$ cat config.mk
export PLATFORM = sky130hd
export DESIGN_NAME = sync_monitor
export DESIGN_NICKNAME = d
export VERILOG_FILES = /design/src/rtl/syncmon_pkg.sv /design/src/rtl/syncmon_input.sv /design/src/rtl/syncmon_phase.sv /design/src/rtl/syncmon_period.sv /design/src/rtl/syncmon_wide.sv /design/src/rtl/sync_monitor.sv
export SDC_FILE = /design/constraint.sdc
export NUM_CORES = 1
export LEC_CHECK = 0
export BUFFER_PORTS_ARGS = -buffer_cell sky130_fd_sc_hd__buf_2
export CAP_MARGIN = 20
export CORE_MARGIN = 2
export CORE_UTILIZATION = 57
export DETAILED_ROUTE_END_ITERATION = 10
export PLACE_DENSITY_LB_ADDON = 0.3
export SLEW_MARGIN = 20
export SYNTH_ARGS = -nofsm -noshare
export SYNTH_HDL_FRONTEND = slang
export SYNTH_SLANG_ARGS = --single-unit
$ cat constraint.sdc
create_clock -name clk -period 1.95 [get_ports clk]
set_input_delay 0.195 -clock clk [delete_from_list [all_inputs] [get_ports clk]]
set_output_delay 0.195 -clock clk [all_outputs]
set_load 0.05 [all_outputs]
$ cat src/rtl/syncmon_pkg.sv
package syncmon_pkg;

  typedef enum logic [1:0] {
    MODE_SEP  = 2'b00,
    MODE_COMP = 2'b01,
    MODE_SUSP = 2'b10,
    MODE_OFF  = 2'b11
  } sync_mode_e;

  function automatic logic pick_pol(input logic [1:0] frc, input logic auto_pol);
    case (frc)
      2'b01:   return 1'b1;
      2'b10:   return 1'b0;
      default: return auto_pol;
    endcase
  endfunction

  function automatic sync_mode_e decode_mode(input logic hp, input logic vp);
    case ({hp, vp})
      2'b11:   return MODE_SEP;
      2'b10:   return MODE_COMP;
      2'b01:   return MODE_SUSP;
      default: return MODE_OFF;
    endcase
  endfunction

endpackage

$ cat src/rtl/syncmon_input.sv
module syncmon_input #(
  parameter int STAGES = 2
) (
  input  logic clk,
  input  logic rst,
  input  logic din,
  output logic lvl,
  output logic rise,
  output logic fall
);
  logic [STAGES:0] sh;

  always_ff @(posedge clk) begin
    if (rst) sh <= '0;
    else     sh <= {sh[STAGES-1:0], din};
  end

  assign lvl  = sh[STAGES-1];
  assign rise = sh[STAGES-1] & ~sh[STAGES];
  assign fall = ~sh[STAGES-1] & sh[STAGES];
endmodule

$ cat src/rtl/syncmon_phase.sv
// Presence timeout and high/low phase comparison for one sync line.
module syncmon_phase #(
  parameter int TMO  = 8000,
  parameter int LONG = 600,
  parameter int PW_W = 20
) (
  input  logic clk,
  input  logic rst,
  input  logic lvl,
  input  logic rise,
  input  logic fall,
  output logic present,
  output logic pol_auto
);
  localparam int TW = $clog2(TMO + 1);
  localparam logic [TW-1:0]   TMO_END = TW'(TMO - 1);
  localparam logic [PW_W-1:0] PW_MAX  = '1;
  localparam logic [PW_W-1:0] LONG_V  = PW_W'(LONG);

  logic [TW-1:0]   quiet;
  logic [PW_W-1:0] hi_cnt, lo_cnt, hi_len, lo_len;

  always_ff @(posedge clk) begin
    if (rst) begin
      quiet   <= '0;
      present <= 1'b0;
    end else if (rise | fall) begin
      quiet   <= '0;
      present <= 1'b1;
    end else if (quiet == TMO_END) begin
      present <= 1'b0;
    end else begin
      quiet <= quiet + 1'b1;
    end
  end

  always_ff @(posedge clk) begin
    if (rst) begin
      hi_cnt   <= '0;
      lo_cnt   <= '0;
      hi_len   <= '0;
      lo_len   <= '0;
      pol_auto <= 1'b0;
    end else begin
      if (rise) begin
        lo_len <= lo_cnt;
        hi_cnt <= PW_W'(1);
        if (lo_cnt < LONG_V && hi_len < LONG_V) pol_auto <= (hi_len < lo_cnt);
      end else if (lvl && hi_cnt != PW_MAX) begin
        hi_cnt <= hi_cnt + 1'b1;
      end
      if (fall) begin
        hi_len <= hi_cnt;
        lo_cnt <= PW_W'(1);
        if (hi_cnt < LONG_V && lo_len < LONG_V) pol_auto <= (hi_cnt < lo_len);
      end else if (!lvl && lo_cnt != PW_MAX) begin
        lo_cnt <= lo_cnt + 1'b1;
      end
    end
  end
endmodule

$ cat src/rtl/syncmon_period.sv
// Counts units of UNIT_CLK clocks across SPAN periods of one sync line.
module syncmon_period #(
  parameter int UNIT_CLK = 32,
  parameter int SPAN     = 64,
  parameter int W        = 11
) (
  input  logic         clk,
  input  logic         rst,
  input  logic         start,
  input  logic         rise,
  output logic [W-1:0] count,
  output logic         done
);
  localparam int PCW = (UNIT_CLK > 1) ? $clog2(UNIT_CLK) : 1;
  localparam int EW  = (SPAN > 1) ? $clog2(SPAN) : 1;
  localparam logic [PCW-1:0] PRE_END  = PCW'(UNIT_CLK - 1);
  localparam logic [EW-1:0]  SPAN_END = EW'(SPAN - 1);
  localparam logic [W-1:0]   CNT_MAX  = '1;

  logic           armed, busy;
  logic [PCW-1:0] pre;
  logic [EW-1:0]  edges;

  always_ff @(posedge clk) begin
    if (rst) begin
      armed <= 1'b0;
      busy  <= 1'b0;
      done  <= 1'b0;
      pre   <= '0;
      edges <= '0;
      count <= '0;
    end else if (start) begin
      armed <= 1'b1;
      busy  <= 1'b0;
      done  <= 1'b0;
      count <= '0;
    end else if (armed && rise) begin
      armed <= 1'b0;
      busy  <= 1'b1;
      pre   <= '0;
      edges <= '0;
    end else if (busy) begin
      if (pre == PRE_END) begin
        pre <= '0;
        if (count != CNT_MAX) count <= count + 1'b1;
      end else begin
        pre <= pre + 1'b1;
      end
      if (rise) begin
        if (edges == SPAN_END) begin
          busy <= 1'b0;
          done <= 1'b1;
        end else begin
          edges <= edges + 1'b1;
        end
      end
    end
  end
endmodule

$ cat src/rtl/syncmon_wide.sv
// Flags composite sync: an over-long phase on a present horizontal line.
module syncmon_wide #(
  parameter int LONG = 600,
  parameter int TMO  = 800000
) (
  input  logic clk,
  input  logic rst,
  input  logic edge_in,
  input  logic present,
  output logic seen
);
  localparam int GW = $clog2(LONG + 1);
  localparam int TW = $clog2(TMO + 1);
  localparam logic [GW-1:0] GAP_MAX = GW'(LONG);
  localparam logic [TW-1:0] TMO_END = TW'(TMO - 1);

  logic [GW-1:0] gap;
  logic [TW-1:0] hold;
  logic          long_edge;

  assign long_edge = edge_in && present && (gap == GAP_MAX);

  always_ff @(posedge clk) begin
    if (rst)                  gap <= '0;
    else if (edge_in)         gap <= '0;
    else if (gap != GAP_MAX)  gap <= gap + 1'b1;
  end

  always_ff @(posedge clk) begin
    if (rst) begin
      seen <= 1'b0;
      hold <= '0;
    end else if (long_edge) begin
      seen <= 1'b1;
      hold <= '0;
    end else if (seen) begin
      if (hold == TMO_END) seen <= 1'b0;
      else                 hold <= hold + 1'b1;
    end
  end
endmodule

$ cat src/rtl/sync_monitor.sv
module sync_monitor #(
  parameter int REF_DIV     = 2,
  parameter int H_UNIT      = 16,
  parameter int V_UNIT      = 1024,
  parameter int H_SPAN      = 64,
  parameter int V_SPAN      = 4,
  parameter int H_W         = 11,
  parameter int V_W         = 9,
  parameter int H_TMO       = 8000,
  parameter int V_TMO       = 800000,
  parameter int H_LONG      = 600,
  parameter int COMP_TMO    = 800000,
  parameter int PW_W        = 20,
  parameter int SYNC_STAGES = 2
) (
  input  logic           clk,
  input  logic           rst,
  input  logic           hs_in,
  input  logic           vs_in,
  input  logic           h_start,
  input  logic           v_start,
  input  logic [1:0]     h_force,
  input  logic [1:0]     v_force,
  output logic           h_pol,
  output logic           v_pol,
  output logic           h_pre,
  output logic           v_pre,
  output logic           hv_pre,
  output logic           h_lvl,
  output logic           v_lvl,
  output logic [1:0]     mode,
  output logic [H_W-1:0] h_count,
  output logic           h_done,
  output logic [V_W-1:0] v_count,
  output logic           v_done
);
  import syncmon_pkg::*;

  localparam int H_UNIT_CLK = REF_DIV * H_UNIT;
  localparam int V_UNIT_CLK = REF_DIV * V_UNIT;
  localparam int V_LONG     = (1 << PW_W) - 1;

  logic h_rise, h_fall, v_rise, v_fall;
  logic h_auto, v_auto, h_comp;

  syncmon_input #(.STAGES(SYNC_STAGES)) u_h_in (
    .clk(clk), .rst(rst), .din(hs_in), .lvl(h_lvl), .rise(h_rise), .fall(h_fall));
  syncmon_input #(.STAGES(SYNC_STAGES)) u_v_in (
    .clk(clk), .rst(rst), .din(vs_in), .lvl(v_lvl), .rise(v_rise), .fall(v_fall));

  syncmon_phase #(.TMO(H_TMO), .LONG(H_LONG), .PW_W(PW_W)) u_h_ph (
    .clk(clk), .rst(rst), .lvl(h_lvl), .rise(h_rise), .fall(h_fall),
    .present(h_pre), .pol_auto(h_auto));
  syncmon_phase #(.TMO(V_TMO), .LONG(V_LONG), .PW_W(PW_W)) u_v_ph (
    .clk(clk), .rst(rst), .lvl(v_lvl), .rise(v_rise), .fall(v_fall),
    .present(v_pre), .pol_auto(v_auto));

  syncmon_wide #(.LONG(H_LONG), .TMO(COMP_TMO)) u_h_wide (
    .clk(clk), .rst(rst), .edge_in(h_rise | h_fall), .present(h_pre), .seen(h_comp));

  syncmon_period #(.UNIT_CLK(H_UNIT_CLK), .SPAN(H_SPAN), .W(H_W)) u_h_per (
    .clk(clk), .rst(rst), .start(h_start), .rise(h_rise), .count(h_count), .done(h_done));
  syncmon_period #(.UNIT_CLK(V_UNIT_CLK), .SPAN(V_SPAN), .W(V_W)) u_v_per (
    .clk(clk), .rst(rst), .start(v_start), .rise(v_rise), .count(v_count), .done(v_done));

  always_ff @(posedge clk) begin
    if (rst) begin
      h_pol  <= 1'b0;
      v_pol  <= 1'b0;
      hv_pre <= 1'b0;
      mode   <= MODE_OFF;
    end else begin
      h_pol  <= pick_pol(h_force, h_auto);
      v_pol  <= pick_pol(v_force, v_auto);
      hv_pre <= h_comp & h_pre;
      mode   <= decode_mode(h_pre, v_pre);
    end
  end
endmodule

---- Yosys cells after proc, flatten, opt, wreduce, memory -nomap -nowiden ----
Cells that the tools add are included.
word-level totals
  input bits .............................. 10
  output and inout bits ................... 31
  word-level logic and storage cells ...... 201
  register bits after elaboration ......... 289
cells by class
  add/subtract/negate cells ............... 14
  reduce and logical (&&, ||, !) cells .... 44
  bitwise logic cells ..................... 16
  equal/unequal tests ..................... 24
  $lt $le $gt $ge ......................... 12
  mux-type cells .......................... 52
operators with widths
  operator                                                                count
  20-bit by 1-bit adder with 20-bit output, second input constant         6
  20-bit by 10-bit < comparator with 1-bit output, second input constant  4
  20-bit < comparator                                                     4
  20-bit < comparator, second input constant                              4
  20-bit != test, second input constant                                   4
  20-bit equality test, second input constant                             2
  1-bit 2-to-1 mux                                                        35
  11-bit 2-to-1 mux                                                       3
  6-bit 2-to-1 mux                                                        4
  4-bit AND reduction                                                     6
  2-bit nonzero test                                                      12
  11-bit by 1-bit adder with 11-bit output, second input constant         2
  2-bit OR reduction                                                      9
  5-bit 2-to-1 mux                                                        3
  13-bit by 1-bit adder with 13-bit output, second input constant         1
  13-bit equality test, second input constant                             1
  1-bit logical AND                                                       12
  11-bit equality test, second input constant                             1
  11-bit != test, second input constant                                   1
  10-bit by 1-bit adder with 10-bit output, second input constant         1
  10-bit equality test, second input constant                             1
  2-bit equality test, second input constant                              5
  10-bit != test, second input constant                                   1
  9-bit by 1-bit adder with 9-bit output, second input constant           1
  16 further kinds                                                        39

---- Longest topological paths before layout ----
  word-level depth ........................ 6
  gate-level depth with buffers ........... 9
  depth with buffers taken out ............ 8

---- Cells and area by module ----
Synthesis repeated with hierarchy kept, for this count alone.
second synthesis, totals
  cell total of the unflattened synthesis .. 1695
  area, all modules ....................... 14694.1 um^2
modules (own cells, without submodules)
  module                     cells each  sequential area each (um^2)  instances  area each (um^2)
  syncmon_phase at u_v_ph    602         2042.0                       1          5241.3
  syncmon_phase at u_h_ph    582         1901.8                       1          5022.3
  syncmon_wide               187         620.6                        1          1596.5
  syncmon_period at u_h_per  150         500.5                        1          1252.5
  syncmon_period at u_v_per  140         500.5                        1          1202.4
  sync_monitor               18          100.1                        1          196.4
  syncmon_input              8           60.1                         2          91.3

---- Least setup slack after synthesis ----
Ideal clock, no wire load.
  path type ............................... reg2reg
  start ................................... register u_v_per.count[0]
  end ..................................... register u_v_per.count[4]
  cell stages (with the launch flop) ...... 9
  data required time ...................... 1.822 ns
  library setup time ...................... 0.128 ns
  slack ................................... -0.375 ns
  period minus slack after synthesis ...... 2.325 ns
  arrival time ............................ 2.197 ns
  path buffers ............................ 0
  path through ............................ dfxtp_1 -> ha_1 -> and3_1 -> and3_1 -> ha_1 -> nor4b_4 -> nand4_1 -> xor2_1 -> nor2_1
on the way
  cells in the longest elaborated chain, start to end .. 2
  elaborated cells on any way between the ends .. 3
  classes of those cells .................. add/sub: 1; eq/ne: 1; reduce/logical: 1
RTL lines
  element                                                                                         line                  source
  start, declared                                                                                 syncmon_period.sv:11  output logic [W-1:0] count,
  start signal, assigned                                                                          syncmon_period.sv:45  if (count != CNT_MAX) count <= count + 1'b1;
  parallel branches: the longest is 2 deep, another holds 9-bit by 1-bit adder with 9-bit output  n/a
Several ways; the timed one is not identified.
A chain may end at the register's enable or synchronous reset.

---- Worst setup path in the final report ----
  start ................................... register u_v_per.count[1]
  end ..................................... register u_v_per.count[2]
The elaborated chain is that of the path after synthesis.

==> flow_summary.toml <==
[placed_design]
dp_hpwl_um = 24500
dp.cells = 2135
finalWeightedCongestion = 0.879
portBuffers = 40
placed_cell_area_um2 = 16000
place_ws_ns = -0.0840

[timing]
whs_ns = 0.0156
relSlewSlack_pct = 55.2
tightest_slew_ns = 0.670
hold_viol = 0
finalCritPeriodShare_pct = 104
rsz0062_at_grt = "yes"
fmax_ghz = 0.494
setup_violations = 2
timing.final.max_slew_violations = 0
finalClockSkew_ns = 0.0170
layout_setup_ws_ns = -0.0742
period_needed_ns = 2.02

[global_route]
grt_busiest_layer = "met2"
grt_pass1_wl_um = 56800
antenna_found_initial = 0
use_met1_pct = 33.5
grt_overflow = 0
met2_usage_pct = 44.1
grt_pass1_vias = 12004
use_met3_pct = 3.58
grt_max_degree = 58
grt_usage_pct = 25.7

[cells_and_area]
drive_above_1_share_pct = 20.4
n_antenna_cell = 0
syn_to_final_growth_pct = 23.1
final_area_um2 = 17600
final_cells = 2210
fin_nets = 1973
fillers = 1763
final_common_cell = "nor2_1"
seqCellArea_um2 = 5860
postLayoutCoreUtil_pct = 71.8
multi_input_area_um2 = 8280
final_cell_mix = "nor2_1, dfxtp_1, buf_4"

[synthesis]
synthesis.instances = 1655
async_reset_ff_share_pct = 0
synth_ff_type = "dfxtp_1"
ys_types = 62
synth_nets = 1766
syn_area_um2 = 14300
synth.ff_latch_count = 289
synth_edf_count = 0
avgSynthCellArea_um2 = 8.62
ys_seq_area_share_pct = 40.5
synth_warnings = 0

[floorplanning]
rows = 57
initial_utilization_pct = 58.3
fp.dieH_um = 162
core_um2 = 24500
dieArea_um2 = 26300
ios = 41
fp.dieW_um = 162

[min_path]
min_path_cells = 4
holdPathEnd = "h_pol"
hp-start = "h_force[0]"
hold_path.class = "in -> reg"

[setup_path]
r2r-start = "u_v_per.count[1]"
start_kind = "register"
worstSetupPathType = "reg -> reg"
end_kind = "register"
required_ns = 2.39
crit_arrival_ns = 2.47
critPathMaxFanout = 6
reg2reg_slack_ns = -0.07
timing.rr.end = "u_v_per.count[2]"
reg2reg_depth = 10

[status]
violations = "negative setup slack"
status = "complete, but fails checks"

[clock_network]
cts_made_buffers = 31
cts.htree.levels = 1
cts.sinks = 289
clkLatencyLatePin_ns = 0.56
cts_tree = "built"
clockBufferDepth = 3
clk_pin_slew_ns = 0.07
cts_root_buf = "clkbuf_16"

[power]
internal_power_uw = 9670
power_frac_seq_pct = 48.3
p_clk_share_pct = 47.4
p_per_area_nw_per_um2 = 707
combPwrFrac_pct = 4.3
switchingPower_uw = 2760
ir_drop_v = 0.000976
p_sw_share_pct = 22.2
leakage_uw = 0.00678

[drt]
num_vias = 12420
wl_per_cell_um = 15.7
drt-initial-drc-count = 806
wirelength_um = 34700
drc = 0
vias_per_cell = 5.62
first_pass_iters = 5
ant_nets = 0

[flow_run]
drv_cap = 0
==> registers in the layout, indices dropped and copies added (netlist names), 20 cells and up <==
name	cells
u_h_ph.hi_cnt	20
u_v_ph.quiet	20
u_h_ph.hi_len	20
u_v_ph.lo_len	20
u_h_ph.lo_cnt	20
u_v_ph.hi_cnt	20
u_h_ph.lo_len	20
u_v_ph.hi_len	20
u_v_ph.lo_cnt	20
u_h_wide.hold	20
==> area by class of cell <==
class / instances / area share (%)
flip-flops and latches: 289 / 33.4
clock inverters: 11 / 0.613
well taps: 324 / 2.31
clock buffers: 46 / 5.25
multi-input cells: 1217 / 47.2
inverters: 99 / 2.12
repair buffers: 224 / 9.21
==> worst max-delay path by stage <==
| stage | slack (ns) | start | endpoint | depth (start not counted) |
|---|---|---|---|---|
| 3_5_place_dp | -0.08 | u_v_ph.quiet[8] | u_v_ph.quiet[4] | 6 |
| 2_1_floorplan | -0.04 | u_v_per.count[1] | u_v_per.count[6] | 8 |
| 3_3_place_gp | -0.002 | u_h_ph.lo_cnt[17] | u_h_ph.pol_auto | 8 |
| 4_1_cts | -0.008 | u_h_ph.lo_cnt[17] | u_h_ph.pol_auto | 8 |
| 6_report | -0.07 | u_v_per.count[1] | u_v_per.count[2] | 10 |
| 5_1_grt | -0.14 | u_v_ph.lo_len[18] | u_v_ph.pol_auto | 8 |
==> metrics by stage <==
step	TNS (ns)	power, uW
global route	-0.656	12800
floorplan	-0.157	6450
CTS	-0.00759	12500
detailed placement	-0.398	6640
finish	-0.102	12400
global placement	-0.00190	6620
==> power groups by stage <==
stage / registers, uW / logic (uW) / clock network [uW]
floorplan: 6160 / 295 / 0
global placement: 6130 / 491 / 0
detailed placement: 6130 / 504 / 0
CTS: 6000 / 519 / 5970
global route: 6010 / 586 / 6220
finish: 6000 / 536 / 5880
==> repair_timing <==
item,CTS,global route
gates cloned,0,1
pin swaps,4,25
setup buffers,0,13
hold buffers,5,0
endpoints found under the hold margin,5,0
resized for setup,18,90
setup endpoints to repair,18,70
==> cell usage after synthesis (5+ instances only) <==
cell type  count  share of area (%)
ha_1         101                8.9
a31oi_1        9               0.39
xnor2_1       69                4.2
a21o_1         9               0.47
nand2_1      111                2.9
mux2i_1       90                6.3
nand2b_1      10               0.44
or4_1          5               0.26
o21ai_0       36                1.3
a211oi_1      12               0.63
a21oi_1       75                2.6
nor3b_1        5               0.26
or3_1         23                1.0
xor2_1        69                4.2
o21a_1         5               0.26
and4_1        17                1.0
clkbuf_1      36               0.95
dfxtp_1      289                 41
nor4_1        22               0.96
nor3_1        40                1.4
nor2_1       282                7.4
and2_1         6               0.26
nand3_1       68                2.4
buf_1          8               0.21
and3_1        29                1.3
inv_1         99                2.6
nand4_1       70                3.1
==> worst max-delay path, stage by stage, from the launching register on <==
cell     delay [ns]
dfxtp_4        0.36
ha_4           0.16
and3_4         0.14
and3_4         0.17
ha_4           0.16
nor4b_4        0.28
buf_6          0.16
buf_6          0.12
nand2_1        0.09
xor2_1         0.20
nor2_1         0.07
==> metal layers <==
layer	share of wire, %	routed length [um]	vias up
li1	-	-	6179
met1	45	15600	5853
met2	48	16500	314
met3	4.6	1600	74
met4	2.9	1010	0
met5	0	0	-
==> logic make-up (layout without fill, tap and decap cells) <==
logic type                 count (synthesis)  in the layout  share of synthesized area, %
and+or+nand+nor                          713            713                          24.4
DFF                                      289            289                          40.5
AOI/OAI and AO/OA                        175            175                          7.44
buffers and inverters                    149            380                          3.99
xor gates and xnor gates                 138            138                          8.47
adders and majority gates                101            101                          8.86
muxes                                     90             90                          6.31
No activity file was read; power rests on OpenSTA's default activity.
